==> src/rtl/addr_gen_pkg.sv <==
package addr_gen_pkg;

    localparam int WORD_W = 16;
    localparam int BANK_W = 8;
    localparam int DATA_W = 8;
    localparam int ADDR_W = BANK_W + WORD_W;
    localparam int OFF_W  = ADDR_W;
    localparam int KIND_W = 4;
    localparam int PAGE_W = WORD_W / 2;

    localparam logic [WORD_W-1:0] STACK_RESET = 16'h01FF;

    typedef logic [WORD_W-1:0] word_t;
    typedef logic [BANK_W-1:0] bank_t;
    typedef logic [ADDR_W-1:0] addr_t;
    typedef logic [OFF_W-1:0]  off_t;

    typedef enum logic [KIND_W-1:0] {
        KIND_FETCH     = 4'd0,
        KIND_PUSH      = 4'd1,
        KIND_PULL      = 4'd2,
        KIND_PUSH_FULL = 4'd3,
        KIND_PULL_FULL = 4'd4,
        KIND_DIR       = 4'd5,
        KIND_DIR_FULL  = 4'd6,
        KIND_BANK      = 4'd7,
        KIND_STK_REL   = 4'd8
    } kind_e;

    typedef struct packed {
        logic  hit;
        logic  is_rd;
        logic  is_wr;
        addr_t addr;
    } acc_t;

    // Step the stack pointer by one; in page mode only the low byte moves.
    function automatic word_t stack_step(word_t s, logic up, logic page_only);
        logic [PAGE_W-1:0] lo;
        word_t             full;
        lo   = up ? s[PAGE_W-1:0] + 1'b1 : s[PAGE_W-1:0] - 1'b1;
        full = up ? s + 1'b1 : s - 1'b1;
        return page_only ? {s[WORD_W-1:PAGE_W], lo} : full;
    endfunction

    function automatic addr_t bank0(word_t a);
        return {{BANK_W{1'b0}}, a};
    endfunction

endpackage

==> src/rtl/addr_stack_unit.sv <==
module addr_stack_unit
    import addr_gen_pkg::*;
(
    input  kind_e kind,
    input  logic  emu,
    input  word_t pc,
    input  word_t s,
    input  bank_t pbr,
    output acc_t  acc,
    output word_t pc_nxt,
    output word_t s_nxt
);

    word_t s_up;
    word_t s_dn;
    logic  page_only;

    always_comb begin
        page_only = emu && (kind == KIND_PUSH || kind == KIND_PULL);
        s_up      = stack_step(s, 1'b1, page_only);
        s_dn      = stack_step(s, 1'b0, page_only);
    end

    always_comb begin
        acc    = '0;
        pc_nxt = pc;
        s_nxt  = s;
        unique case (kind)
            KIND_FETCH: begin
                acc    = '{hit: 1'b1, is_rd: 1'b1, is_wr: 1'b0, addr: {pbr, pc}};
                pc_nxt = pc + 1'b1;
            end
            KIND_PUSH, KIND_PUSH_FULL: begin
                acc   = '{hit: 1'b1, is_rd: 1'b0, is_wr: 1'b1, addr: bank0(s)};
                s_nxt = s_dn;
            end
            KIND_PULL, KIND_PULL_FULL: begin
                acc   = '{hit: 1'b1, is_rd: 1'b1, is_wr: 1'b0, addr: bank0(s_up)};
                s_nxt = s_up;
            end
            default: ;
        endcase
    end

endmodule

==> src/rtl/addr_data_unit.sv <==
module addr_data_unit
    import addr_gen_pkg::*;
(
    input  kind_e kind,
    input  logic  we,
    input  logic  emu,
    input  word_t d,
    input  word_t s,
    input  bank_t dbr,
    input  off_t  off,
    output acc_t  acc
);

    word_t off16;
    word_t dir_sum;
    word_t stk_sum;
    addr_t bank_sum;
    logic  page_wrap;
    addr_t dir_addr;

    always_comb begin
        off16     = off[WORD_W-1:0];
        dir_sum   = d + off16;
        stk_sum   = s + off16;
        bank_sum  = {dbr, {WORD_W{1'b0}}} + off;
        page_wrap = (kind == KIND_DIR) && emu && (d[PAGE_W-1:0] == '0);
        dir_addr  = page_wrap ? bank0({d[WORD_W-1:PAGE_W], off[PAGE_W-1:0]})
                              : bank0(dir_sum);
    end

    always_comb begin
        acc = '0;
        unique case (kind)
            KIND_DIR, KIND_DIR_FULL: acc = '{hit: 1'b1, is_rd: !we, is_wr: we, addr: dir_addr};
            KIND_BANK:               acc = '{hit: 1'b1, is_rd: !we, is_wr: we, addr: bank_sum};
            KIND_STK_REL:            acc = '{hit: 1'b1, is_rd: !we, is_wr: we, addr: bank0(stk_sum)};
            default: ;
        endcase
    end

endmodule

==> src/rtl/cpu_addr_gen.sv <==
module cpu_addr_gen
    import addr_gen_pkg::*;
(
    input  logic              clk,
    input  logic              rst,
    input  logic              req_valid,
    input  logic [KIND_W-1:0] req_kind,
    input  logic              req_we,
    input  logic [OFF_W-1:0]  req_off,
    input  logic [DATA_W-1:0] req_wdata,
    input  logic [WORD_W-1:0] pc_i,
    input  logic [BANK_W-1:0] pbr_i,
    input  logic [BANK_W-1:0] dbr_i,
    input  logic [WORD_W-1:0] d_i,
    input  logic [WORD_W-1:0] s_i,
    input  logic              emu_i,
    output logic [ADDR_W-1:0] bus_addr,
    output logic              bus_rd,
    output logic              bus_wr,
    output logic [DATA_W-1:0] bus_wdata,
    output logic [WORD_W-1:0] pc_q,
    output logic [WORD_W-1:0] s_q,
    output logic              emu_q
);

    kind_e kind;
    acc_t  stk_acc;
    acc_t  dat_acc;
    acc_t  sel;
    word_t pc_nxt;
    word_t s_nxt;
    logic  live;

    assign kind = kind_e'(req_kind);

    addr_stack_unit stk_u (
        .kind   (kind),
        .emu    (emu_i),
        .pc     (pc_i),
        .s      (s_i),
        .pbr    (pbr_i),
        .acc    (stk_acc),
        .pc_nxt (pc_nxt),
        .s_nxt  (s_nxt)
    );

    addr_data_unit dat_u (
        .kind (kind),
        .we   (req_we),
        .emu  (emu_i),
        .d    (d_i),
        .s    (s_i),
        .dbr  (dbr_i),
        .off  (req_off),
        .acc  (dat_acc)
    );

    always_comb begin
        sel       = stk_acc.hit ? stk_acc : dat_acc;
        live      = req_valid && !rst && sel.hit;
        bus_addr  = live ? sel.addr : '0;
        bus_rd    = live && sel.is_rd;
        bus_wr    = live && sel.is_wr;
        bus_wdata = bus_wr ? req_wdata : '0;
    end

    always_ff @(posedge clk) begin
        if (rst) begin
            pc_q  <= '0;
            s_q   <= STACK_RESET;
            emu_q <= 1'b1;
        end else if (req_valid) begin
            pc_q  <= pc_nxt;
            s_q   <= s_nxt;
            emu_q <= emu_i;
        end
    end

endmodule

==> config.mk <==
export PLATFORM = sky130hd
export DESIGN_NAME = cpu_addr_gen
export DESIGN_NICKNAME = d
export VERILOG_FILES = /design/src/rtl/addr_gen_pkg.sv /design/src/rtl/addr_stack_unit.sv /design/src/rtl/addr_data_unit.sv /design/src/rtl/cpu_addr_gen.sv
export SDC_FILE = /design/constraint.sdc
export NUM_CORES = 1
export LEC_CHECK = 0
export BUFFER_PORTS_ARGS = -buffer_cell sky130_fd_sc_hd__buf_2
export CORE_ASPECT_RATIO = 0.75
export CORE_MARGIN = 2
export CORE_UTILIZATION = 25
export CTS_CLUSTER_DIAMETER = 80
export DETAILED_ROUTE_END_ITERATION = 12
export PLACE_DENSITY = 0.47
export SYNTH_ARGS = -nofsm -noshare
export SYNTH_HDL_FRONTEND = slang
export SYNTH_HIERARCHICAL = 1
export SYNTH_SLANG_ARGS = --single-unit
==> constraint.sdc <==
create_clock -name clk -period 3.6 [get_ports clk]
set_clock_uncertainty 0.05 [all_clocks]
set_input_delay 0.18 -clock clk [delete_from_list [all_inputs] [get_ports clk]]
set_output_delay 0.18 -clock clk [all_outputs]
set_load 0.1 [all_outputs]
==> results by group <==
Yosys
  – Top FF cell, synth: dfxtp_1
  – Distinct cells, synth: 74
  – Area leader, netlist: dfxtp_1
  – Syn avg cell area: 7.91 um^2
  – Yosys warning total: 6
  – Synth area leaders: dfxtp_1, ha_1, mux2i_1, xnor2_1, nor2_1
  – FFs w/ async S/R, synth: 0
  – Post-synth EDFFs: 0
  – Synth top area share: 0.124
  – Most frequent cell after synthesis: nor2_1
  – Post-synth top cells: nor2_1, mux2i_1, nand2_1, ha_1, xnor2_1
  – Sequential fraction of the synthesis area: 0.124
  – Post-synth net total: 825
  – Cell Area, Synth: 0.00535 mm^2
  – Synth Instances: 676
  – FF+latch count, synth: 33

Floorplan
  – Die Ht: 131 um
  – Std cell rows: 46
  – Top-Level Pins: 172
  – Die Width: 173 um
  – Die ar.: 0.0226 mm^2
  – Core Footprint: 0.0211 mm^2
  – Initial core utilization: 0.254

Placed design
  – Dpl cells: 1119
  – Placed instance area: between 0.006 and 0.007 mm^2
  – DPL Wire Length: around 16000 um
  – Placer Congestion: 0.866
  – IO buf count: 171

Layout
  – Area grow syn2layout: 25.1%
  – Filler Cell Count: about 2.3k
  – Total area of sequential cells: 661 um^2
  – Nets: 987
  – Layout cell share with drive strength beyond 1: 0.299
  – Final instance area: 0.00669 mm^2
  – Multi-input logic area: 0.00437 mm^2
  – Post-layout util: 0.317
  – Non-Filler Instances: 1128

Timing
  – Fin Setup TNS: 0 ps
  – Final hold violation count: 0
  – Slew Viols, Final: 0
  – RSZ-0062 raised after global routing: no
  – Min Clock Period, post-route: 3340 ps
  – Worst slew margin: 0.421
  – Period utilization: 0.928
  – Final number of setup-violating endpoints: 0
  – FMAX: 299 MHz
  – Worst slew pin tran: roughly 870 ps

Route
  – Detailed-route DRC error count: 0
  – Routed Antenna Nets: 0
  – Vias per cell: 5.02
  – Drt initial violations: 356
  – Drt first pass iters: 5
  – Detailed Route WL: 19400 um
  – Vias: between 5k and 6k
  – WL per Instance: 17.2 um

Worst setup path
  – CP Capture Type: output port
  – Worst Path Max Fanout: 7
  – Required time of the critical path: 3370 ps
  – Critical path launch point type: input port
  – Kind of critical path: in2out
  – CP arrival: 3110 ps

Clock network
  – Inserted Clock Buffers: 5
  – CTS tree: built
  – Clk Latency, worst-skew pair: 280 ps
  – Post-CTS sizing: 0
  – Maximum clock path buffer count: 2
  – H-Tree Depth: 2
  – CTS root buf: clkbuf_16
  – Hold_buf cts: 0
  – Clock sinks: 33
  – Post-CTS Setup Bufs: 0
  – Clock transition at the registers of the reported paths: approximately 60 ps

GRT
  – Total gr overflow: 0
  – Largest net degree at the start of global routing: 44
  – Antenna violations before repair: 3
  – Total GRT Usage: 0.169
  – First-pass GRT wire length: a little over 30000 um
  – Number of global-route vias before repair: roughly 5.4k

Hold path
  – HP Class: in2reg

Power
  – Power Dens Cells: 271 mW/mm^2
  – Static Leak: 3.04 nW
  – VDD IR max: around 0.00020 V

Run
  – Max-cap violations: 0

Status
  – Status: finished clean
## report_power, final
part | switching (W) | leakage (nW) | internal [W]
logic | 0.000606 | 2.69 | 0.000297
clock network | 0.000163 | 0.0831 | 0.000345
registers | 0.0000108 | 0.273 | 0.000390
## critical path: stages
cell       delay [ps]
buf_2             160
ha_1              220
inv_1              60
fa_1              400
nor2b_1           170
o2111ai_1         150
nand3_1           150
a41oi_1           180
o21ai_1           240
a21oi_1           120
or4b_1            470
nand3_1            90
mux2i_1           110
nor3_4            190
buf_12            200
## flip-flops by register name, summed over array words and instances, names as in the netlist
name and flops:
emu_q 1, pc_q 16, s_q 16
## per-layer routing
metal / track usage / up-vias / wire length, um
li1: - / 2838 / -
met1: 0.239 / 2618 / 9460
met2: 0.269 / 189 / 8320
met3: 0.0451 / 11 / 1570
met4: 0.0150 / 4 / 72
met5: 0 / - / 23
## path summary, 6_finish.rpt
check / startpoint / slack, ps / to / cells past startpoint
setup / recovery: s_i[0] / 260 / bus_addr[14] / 15
hold / removal: emu_i / 170 / emu_q / 2
setup reg to reg: s_q[5] / 2760 / s_q[5] / 2
hold reg to reg: pc_q[3] / 440 / pc_q[3] / 2
## placed cells by master (no fill, tap or decap), types with 12 or more instances in the layout
cell type  instances
nand3_1           14
buf_4             20
xnor2_1           37
dfxtp_1           33
xor2_1            27
inv_1             26
nor2_1            68
nand2_1           46
and2_1            16
o21ai_0           22
nor3_2            24
ha_1              41
buf_2            170
mux2i_1           51
a211o_1           12
a21o_1            12
o21ai_1           15
nor3_1            16
a21oi_1           23
## stage by stage
step                      hold slack, ps  worst slack, ps  power (W)
final                                166              259    0.00181
after detailed placement             429              281    0.00131
after CTS                            179              266    0.00183
after global placement               423              288    0.00131
after floorplan                      248              217    0.00108
after global routing                 196             48.3    0.00193
## kinds of logic after synthesis
group                    synth area share
AO/OA/AOI/OAI                       0.240
XOR/XNOR                            0.105
adder cells (fa/ha/maj)             0.107
buffers and inverters              0.0665
flip-flops                          0.124
multiplexers                        0.102
AND/OR/NAND/NOR                     0.256
## cell type report
cell class              instances  area share
multi-input cells             581       0.653
repair buffers                191       0.153
flip-flops and latches         33      0.0988
well taps                     288      0.0539
clock buffers                   6      0.0208
inverters                      26      0.0146
clock inverters                 2     0.00561
diodes                          1    0.000374
(Power assumes the default switching activity.)
